<file path="src/rtl/tsdac_pkg.sv">
package tsdac_pkg;

  typedef enum logic [2:0] {
    PH_IDLE   = 3'd0,
    PH_SHIFT  = 3'd1,
    PH_LATCH  = 3'd2,
    PH_SETTLE = 3'd3,
    PH_STROBE = 3'd4
  } phase_e;

  typedef enum logic {
    CH_LEFT  = 1'b0,
    CH_RIGHT = 1'b1
  } chan_e;

  localparam int unsigned NUM_CH = 2;

  function automatic int unsigned max3(input int unsigned a, input int unsigned b,
                                       input int unsigned c);
    int unsigned m;
    m = (a > b) ? a : b;
    return (m > c) ? m : c;
  endfunction

endpackage

</file>
<file path="src/rtl/tsdac_interval.sv">
module tsdac_interval #(
  parameter int unsigned CNT_W = 9
) (
  input  logic             clk,
  input  logic             rst_n,
  input  logic             run,
  input  logic             restart,
  input  logic [CNT_W-1:0] limit,
  output logic             expire
);

  logic [CNT_W-1:0] cnt_q, cnt_d;

  assign expire = run && (cnt_q == (limit - CNT_W'(1)));

  always_comb begin
    cnt_d = cnt_q;
    if (restart)  cnt_d = '0;
    else if (run) cnt_d = cnt_q + CNT_W'(1);
  end

  always_ff @(posedge clk or negedge rst_n) begin
    if (!rst_n) cnt_q <= '0;
    else        cnt_q <= cnt_d;
  end

endmodule

</file>
<file path="src/rtl/tsdac_pair_buf.sv">
module tsdac_pair_buf
  import tsdac_pkg::*;
#(
  parameter int unsigned DATA_W = 16
) (
  input  logic              clk,
  input  logic              rst_n,
  input  logic              capture,
  input  logic [DATA_W-1:0] left_in,
  input  logic [DATA_W-1:0] right_in,
  input  chan_e             sel,
  output logic [DATA_W-1:0] word
);

  logic [DATA_W-1:0] smp_in [NUM_CH];
  logic [DATA_W-1:0] held   [NUM_CH];

  assign smp_in[0] = left_in;
  assign smp_in[1] = right_in;

  for (genvar g = 0; g < NUM_CH; g++) begin : g_slot
    logic [DATA_W-1:0] slot_q, slot_d;

    always_comb begin
      slot_d = slot_q;
      if (capture) slot_d = smp_in[g];
    end

    always_ff @(posedge clk or negedge rst_n) begin
      if (!rst_n) slot_q <= '0;
      else        slot_q <= slot_d;
    end

    assign held[g] = slot_q;
  end

  assign word = held[sel];

endmodule

</file>
<file path="src/rtl/tsdac_shifter.sv">
module tsdac_shifter #(
  parameter int unsigned DATA_W = 16
) (
  input  logic              clk,
  input  logic              rst_n,
  input  logic              load,
  input  logic [DATA_W-1:0] load_val,
  input  logic              advance,
  output logic              top_bit
);

  logic [DATA_W-1:0] sr_q, sr_d;

  always_comb begin
    sr_d = sr_q;
    if (load)         sr_d = load_val;
    else if (advance) sr_d = {sr_q[DATA_W-2:0], 1'b0};
  end

  always_ff @(posedge clk or negedge rst_n) begin
    if (!rst_n) sr_q <= '0;
    else        sr_q <= sr_d;
  end

  assign top_bit = sr_q[DATA_W-1];

endmodule

</file>
<file path="src/rtl/tsdac_ctrl.sv">
module tsdac_ctrl
  import tsdac_pkg::*;
#(
  parameter int unsigned DATA_W     = 16,
  parameter int unsigned HALF_DIV   = 12,
  parameter int unsigned SETTLE_CYC = 375,
  parameter int unsigned HOLD_CYC   = 40
) (
  input  logic              clk,
  input  logic              rst_n,
  input  logic              in_valid,
  output logic              in_ready,
  input  logic [DATA_W-1:0] in_left,
  input  logic [DATA_W-1:0] in_right,
  output logic              dac_bclk,
  output logic              dac_data,
  output logic              dac_le,
  output logic              sh_left,
  output logic              sh_right
);

  localparam int unsigned LATCH_CYC = 2 * HALF_DIV;
  localparam int unsigned TW        = $clog2(max3(LATCH_CYC, SETTLE_CYC, HOLD_CYC) + 1);
  localparam int unsigned BW        = $clog2(DATA_W);
  localparam logic [BW-1:0] LAST_BIT = BW'(DATA_W - 1);

  phase_e        ph_q, ph_d;
  chan_e         ch_q, ch_d;
  logic [BW-1:0] bit_q, bit_d;
  logic          bclk_q, bclk_d;
  logic          le_q, le_d;
  logic          swl_q, swl_d;
  logic          swr_q, swr_d;

  logic          accept;
  logic          expire;
  logic [TW-1:0] limit;
  logic          load_word;
  logic          shift_adv;
  chan_e         buf_sel;
  logic [DATA_W-1:0] cur_word;

  assign accept = in_valid && (ph_q == PH_IDLE);

  always_comb begin
    case (ph_q)
      PH_SHIFT:  limit = TW'(HALF_DIV);
      PH_LATCH:  limit = TW'(LATCH_CYC);
      PH_SETTLE: limit = TW'(SETTLE_CYC);
      PH_STROBE: limit = TW'(HOLD_CYC);
      default:   limit = TW'(1);
    endcase
  end

  tsdac_interval #(.CNT_W(TW)) u_timer (
    .clk     (clk),
    .rst_n   (rst_n),
    .run     (ph_q != PH_IDLE),
    .restart (accept || expire),
    .limit   (limit),
    .expire  (expire)
  );

  assign load_word = accept || ((ph_q == PH_STROBE) && expire && (ch_q == CH_LEFT));
  assign buf_sel   = accept ? CH_LEFT : (load_word ? CH_RIGHT : ch_q);
  assign shift_adv = (ph_q == PH_SHIFT) && expire && bclk_q && (bit_q != LAST_BIT);

  tsdac_pair_buf #(.DATA_W(DATA_W)) u_pair (
    .clk      (clk),
    .rst_n    (rst_n),
    .capture  (accept),
    .left_in  (in_left),
    .right_in (in_right),
    .sel      (buf_sel),
    .word     (cur_word)
  );

  // Left word loads straight from the inputs on accept; the right one from the buffer.
  tsdac_shifter #(.DATA_W(DATA_W)) u_shift (
    .clk      (clk),
    .rst_n    (rst_n),
    .load     (load_word),
    .load_val (accept ? in_left : cur_word),
    .advance  (shift_adv),
    .top_bit  (dac_data)
  );

  always_comb begin
    ph_d   = ph_q;
    ch_d   = ch_q;
    bit_d  = bit_q;
    bclk_d = bclk_q;
    le_d   = le_q;
    swl_d  = swl_q;
    swr_d  = swr_q;
    case (ph_q)
      PH_IDLE: begin
        if (accept) begin
          ph_d   = PH_SHIFT;
          ch_d   = CH_LEFT;
          bit_d  = '0;
          bclk_d = 1'b0;
        end
      end
      PH_SHIFT: begin
        if (expire) begin
          if (!bclk_q) begin
            bclk_d = 1'b1;
          end else begin
            bclk_d = 1'b0;
            if (bit_q == LAST_BIT) begin
              ph_d = PH_LATCH;
              le_d = 1'b1;
            end else begin
              bit_d = bit_q + BW'(1);
            end
          end
        end
      end
      PH_LATCH: begin
        if (expire) begin
          le_d = 1'b0;
          ph_d = PH_SETTLE;
        end
      end
      PH_SETTLE: begin
        if (expire) begin
          ph_d = PH_STROBE;
          if (ch_q == CH_LEFT) swl_d = 1'b1;
          else                 swr_d = 1'b1;
        end
      end
      PH_STROBE: begin
        if (expire) begin
          swl_d = 1'b0;
          swr_d = 1'b0;
          if (ch_q == CH_LEFT) begin
            ch_d  = CH_RIGHT;
            ph_d  = PH_SHIFT;
            bit_d = '0;
          end else begin
            ph_d = PH_IDLE;
          end
        end
      end
      default: ph_d = PH_IDLE;
    endcase
  end

  always_ff @(posedge clk or negedge rst_n) begin
    if (!rst_n) begin
      ph_q   <= PH_IDLE;
      ch_q   <= CH_LEFT;
      bit_q  <= '0;
      bclk_q <= 1'b0;
      le_q   <= 1'b0;
      swl_q  <= 1'b0;
      swr_q  <= 1'b0;
    end else begin
      ph_q   <= ph_d;
      ch_q   <= ch_d;
      bit_q  <= bit_d;
      bclk_q <= bclk_d;
      le_q   <= le_d;
      swl_q  <= swl_d;
      swr_q  <= swr_d;
    end
  end

  assign in_ready = (ph_q == PH_IDLE);
  assign dac_bclk = bclk_q;
  assign dac_le   = le_q;
  assign sh_left  = swl_q;
  assign sh_right = swr_q;

  // once a pair is taken the block stays busy
  p_busy_after_accept_r1: assert property (@(posedge clk) disable iff (!rst_n)
    (in_valid && in_ready) |=> !in_ready);

  // serial data held while the bit clock is high, including its rising cycle
  p_data_hold_r4: assert property (@(posedge clk) disable iff (!rst_n)
    dac_bclk |-> $stable(dac_data));

  // the bit clock rests while the latch line is high
  p_le_clock_idle_r5: assert property (@(posedge clk) disable iff (!rst_n)
    dac_le |-> !dac_bclk);

  // latch line only rises out of the shifting phase
  p_le_rise_after_word_r5: assert property (@(posedge clk) disable iff (!rst_n)
    $rose(dac_le) |-> ($past(ph_q) == PH_SHIFT));

  // switches mutually exclusive
  p_switch_exclusive_r9: assert property (@(posedge clk) disable iff (!rst_n)
    !(sh_left && sh_right));

  // switches open while the converter is being loaded or latched
  p_switch_clear_r10: assert property (@(posedge clk) disable iff (!rst_n)
    (dac_le || dac_bclk) |-> !(sh_left || sh_right));

endmodule

</file>
<file path="config.mk">
export PLATFORM = sky130hd
export DESIGN_NAME = tsdac_ctrl
export DESIGN_NICKNAME = d
export VERILOG_FILES = /design/src/rtl/tsdac_pkg.sv /design/src/rtl/tsdac_interval.sv /design/src/rtl/tsdac_pair_buf.sv /design/src/rtl/tsdac_shifter.sv /design/src/rtl/tsdac_ctrl.sv
export SDC_FILE = /design/constraint.sdc
export NUM_CORES = 1
export LEC_CHECK = 0
export ABC_AREA = 1
export BUFFER_PORTS_ARGS = -buffer_cell sky130_fd_sc_hd__buf_2
export CAP_MARGIN = 0
export CORE_ASPECT_RATIO = 1.5
export CORE_MARGIN = 10
export CORE_UTILIZATION = 59
export CTS_CLUSTER_DIAMETER = 60
export CTS_CLUSTER_SIZE = 10
export DETAILED_ROUTE_END_ITERATION = 8
export PLACE_DENSITY = 0.77
export SETUP_SLACK_MARGIN = 0.3
export SLEW_MARGIN = 20
export SYNTH_ARGS = -nofsm -noshare
export SYNTH_HDL_FRONTEND = slang
export SYNTH_SLANG_ARGS = --single-unit
</file>
<file path="constraint.sdc">
create_clock -name clk -period 2.7 [get_ports clk]
set_input_delay 0.405 -clock clk [delete_from_list [all_inputs] [get_ports clk]]
set_output_delay 0.405 -clock clk [all_outputs]
set_load 0.03 [all_outputs]
</file>
==> impl_metrics.env <==
export IMPL_synthTopCellsByArea="dfrtp_1, nand2_1, nand3_1"
export IMPL_grt_pass1_vias=3610
export IMPL_grt_usage_pct=19.1
export IMPL_period_needed_ps=2580
export IMPL_place_congestion=0.909
export IMPL_htree_levels=3
export IMPL_whs_ps=226
export IMPL_antenna_found_initial=0
export IMPL_critPathRequiredTime_ps=2940
export IMPL_synthTopCellsByCount="nand2_1, dfrtp_1, inv_1"
export IMPL_synth_top_area_share_pct=45.6
export IMPL_die_w_um=85.4
export IMPL_crit_type="flip-flop to flip-flop"
export IMPL_clk_pin_slew_ps=80
export IMPL_ioPinCount=41
export IMPL_overflow=0
export IMPL_port_buffers=40
export IMPL_vdd_drop_max_mv=0.760
export IMPL_dpl_cell_area_mm2=0.00405
export IMPL_first_pass_iters=5
export IMPL_rows=35
export IMPL_synth_most_common_cell="nand2_1"
export IMPL_timing_final_ws_setup_ps=120
export IMPL_slew_headroom_pct=42.5
export IMPL_drc=0
export IMPL_power_density_mw_per_mm2=1220
export IMPL_synth_seq_cells=69
export IMPL_synth_area_mm2=0.00379
export IMPL_dieArea_mm2=0.0101
export IMPL_skew_ps=7.40
export IMPL_r2r_end="u_shift.sr_q[7]"
export IMPL_r2r_start="ph_q[0]"
export IMPL_hpwlAfterDp_mm=6.41
export IMPL_ys_warn_count=0
export IMPL_fin_crit_sh_pct=95.6
export IMPL_coreArea_mm2=0.00617
export IMPL_critPathLaunchType="flip-flop"
export IMPL_die_h_um=118
export IMPL_outcome="finished, final reports clean"
export IMPL_ctsHoldBuffers=0
export IMPL_max_slew_worst_pin_slew_ps=863
export IMPL_grt_pass1_wl_mm=16.1
export IMPL_cts_root_buf="clkbuf_8"
export IMPL_ant_nets=0
export IMPL_grt_setup_unrepaired="yes"
export IMPL_hold_viol=0
export IMPL_setup_viol=0
export IMPL_areaGrowthSynthToFinish_pct=27.2
export IMPL_drt_wl_total_mm=10.7
export IMPL_cap_violations=0
export IMPL_cts_tree="built"
export IMPL_ys_flop_type="dfrtp_1"
export IMPL_endpoint_kind="flip-flop"
export IMPL_r2r_setup_slack_ps=120
export IMPL_synth_edf_count=0
export IMPL_cts_buffers=9
export IMPL_routed_via_density=5.63
export IMPL_crit_fanout=4
export IMPL_final_area_mm2=0.00481
export IMPL_dp_slack_ps=54.6
export IMPL_fmax_mhz=388
export IMPL_grt_max_degree=70
export IMPL_postSynthNetCount=542
export IMPL_netlist_cell_type_count=35
export IMPL_postSynthAreaPerCell_um2=7.51
export IMPL_drive_gt1_share_pct=30.5
export IMPL_p_leak_nw=2.52
export IMPL_synthArstFlopShare_pct=100
export IMPL_drtIter0Drc=267
export IMPL_clk_path_buf_depth=2
export IMPL_min_delay_path_class="input pin to async pin"
export IMPL_r2r_cells=16
export IMPL_fin_tns_setup_ps=0
export IMPL_nNetsFinal=613
export IMPL_antenna_cells=0
export IMPL_start_util_pct=61.3
export IMPL_cts_sinks=69
export IMPL_syn_inst=504
export IMPL_vias=3685
export IMPL_wl_per_cell_um=16.4
export IMPL_ys_seq_area_share_pct=45.6
export IMPL_clock_latency_ps=350
export IMPL_report_final_slew_viol_count=0
export IMPL_synth_top_area_cell="dfrtp_1"
export IMPL_cp_arrival_ps=2820
worst max-delay path, cell delays in order, from the launching register on:
cell and delay [ps]:
dfrtp_2 450, nor2_4 160, nand2_4 70, nand2_4 90, nand2_4 60, ha_4 240
nand2_1 100, nand2_1 70, nor2_1 110, nand2_1 70, nor2_2 90, nand3_2 80
nor2_4 190, buf_4 150, nand4_2 140, a21boi_0 320, a21oi_2 80
area by class of cell:
class	count	area (um2)
multi-input cells	354	1980
fillers	415	1360
inverters	67	264
well taps	74	92.6
clock inverters	7	146
repair buffers	74	483
clock buffers	9	124
flip-flops and latches	69	1730
metal layers:
metal | track usage, % | share of wire, %
met5 | 0 | 0
met4 | 9.09 | 3.9
met3 | 4.36 | 4.5
met2 | 34.2 | 53
met1 | 20.1 | 38
logic make-up (layout without fill, tap and decap cells):
logic type	after synthesis	count (layout)	share of synthesized area [%]
AO/OA/AOI/OAI	70	70	10.3
buffers and inverters	83	157	9.25
AND/OR/NAND/NOR	277	279	33.3
adder cells (fa/ha/maj)	3	3	0.992
XOR/XNOR	2	2	0.463
flip-flops	69	69	45.6
timing repair:
action	in CTS	in global routing
resized for setup	40	42
endpoints found under the setup margin	36	37
pin swaps	17	19
buffers inserted	14	10
gates cloned	2	2
worst max path at each step:
stage                        to  slack [ps]     from  cells after the start
2_1_floorplan   u_shift.sr_q[0]         360  ph_q[0]                     19
5_1_grt        u_shift.sr_q[14]         -10  ph_q[0]                     19
3_3_place_gp            ph_q[2]         120  ph_q[1]                     20
6_report        u_shift.sr_q[7]         120  ph_q[0]                     16
4_1_cts        u_shift.sr_q[13]         190  ph_q[1]                     18
3_5_place_dp            ph_q[2]          50  ph_q[1]                     20
where the power goes:
| part | switching, W | internal [W] |
|---|---|---|
| Sequential | 0.000238 | 0.00148 |
| Combinational | 0.00197 | 0.00107 |
| Clock | 0.000420 | 0.000713 |
placed cells by master (no fill, tap or decap), drive strengths merged, types with 2 or more instances in the layout:
cell      n
a21oi    15
nor2     25
clkinv    2
nand2   184
or2       3
a211oi    2
a21boi    4
nor3      5
buf      74
dfrtp    69
nand4     5
ha        3
xor2      2
inv      68
bufinv    4
clkbuf    9
nand3    57
o21ai    44
metrics by stage:
stage	utilization, %	power [W]	instances
finish	78.0	0.00589	654
CTS	74.2	0.00548	642
global route	78.0	0.00629	654
floorplan	-	0.00347	504
global placement	65.6	0.00392	610
detailed placement	65.6	0.00399	610
state kept, by name (all words and copies together) (netlist names):
name and count:
sh_right 1, bit_q 4, ch_q 1, sh_left 1
ph_q 3, dac_le 1, u_timer.cnt_q 9, u_pair.g_slot.slot_q 32
dac_bclk 1, u_shift.sr_q 16
No activity file was read; power rests on OpenSTA's default activity.
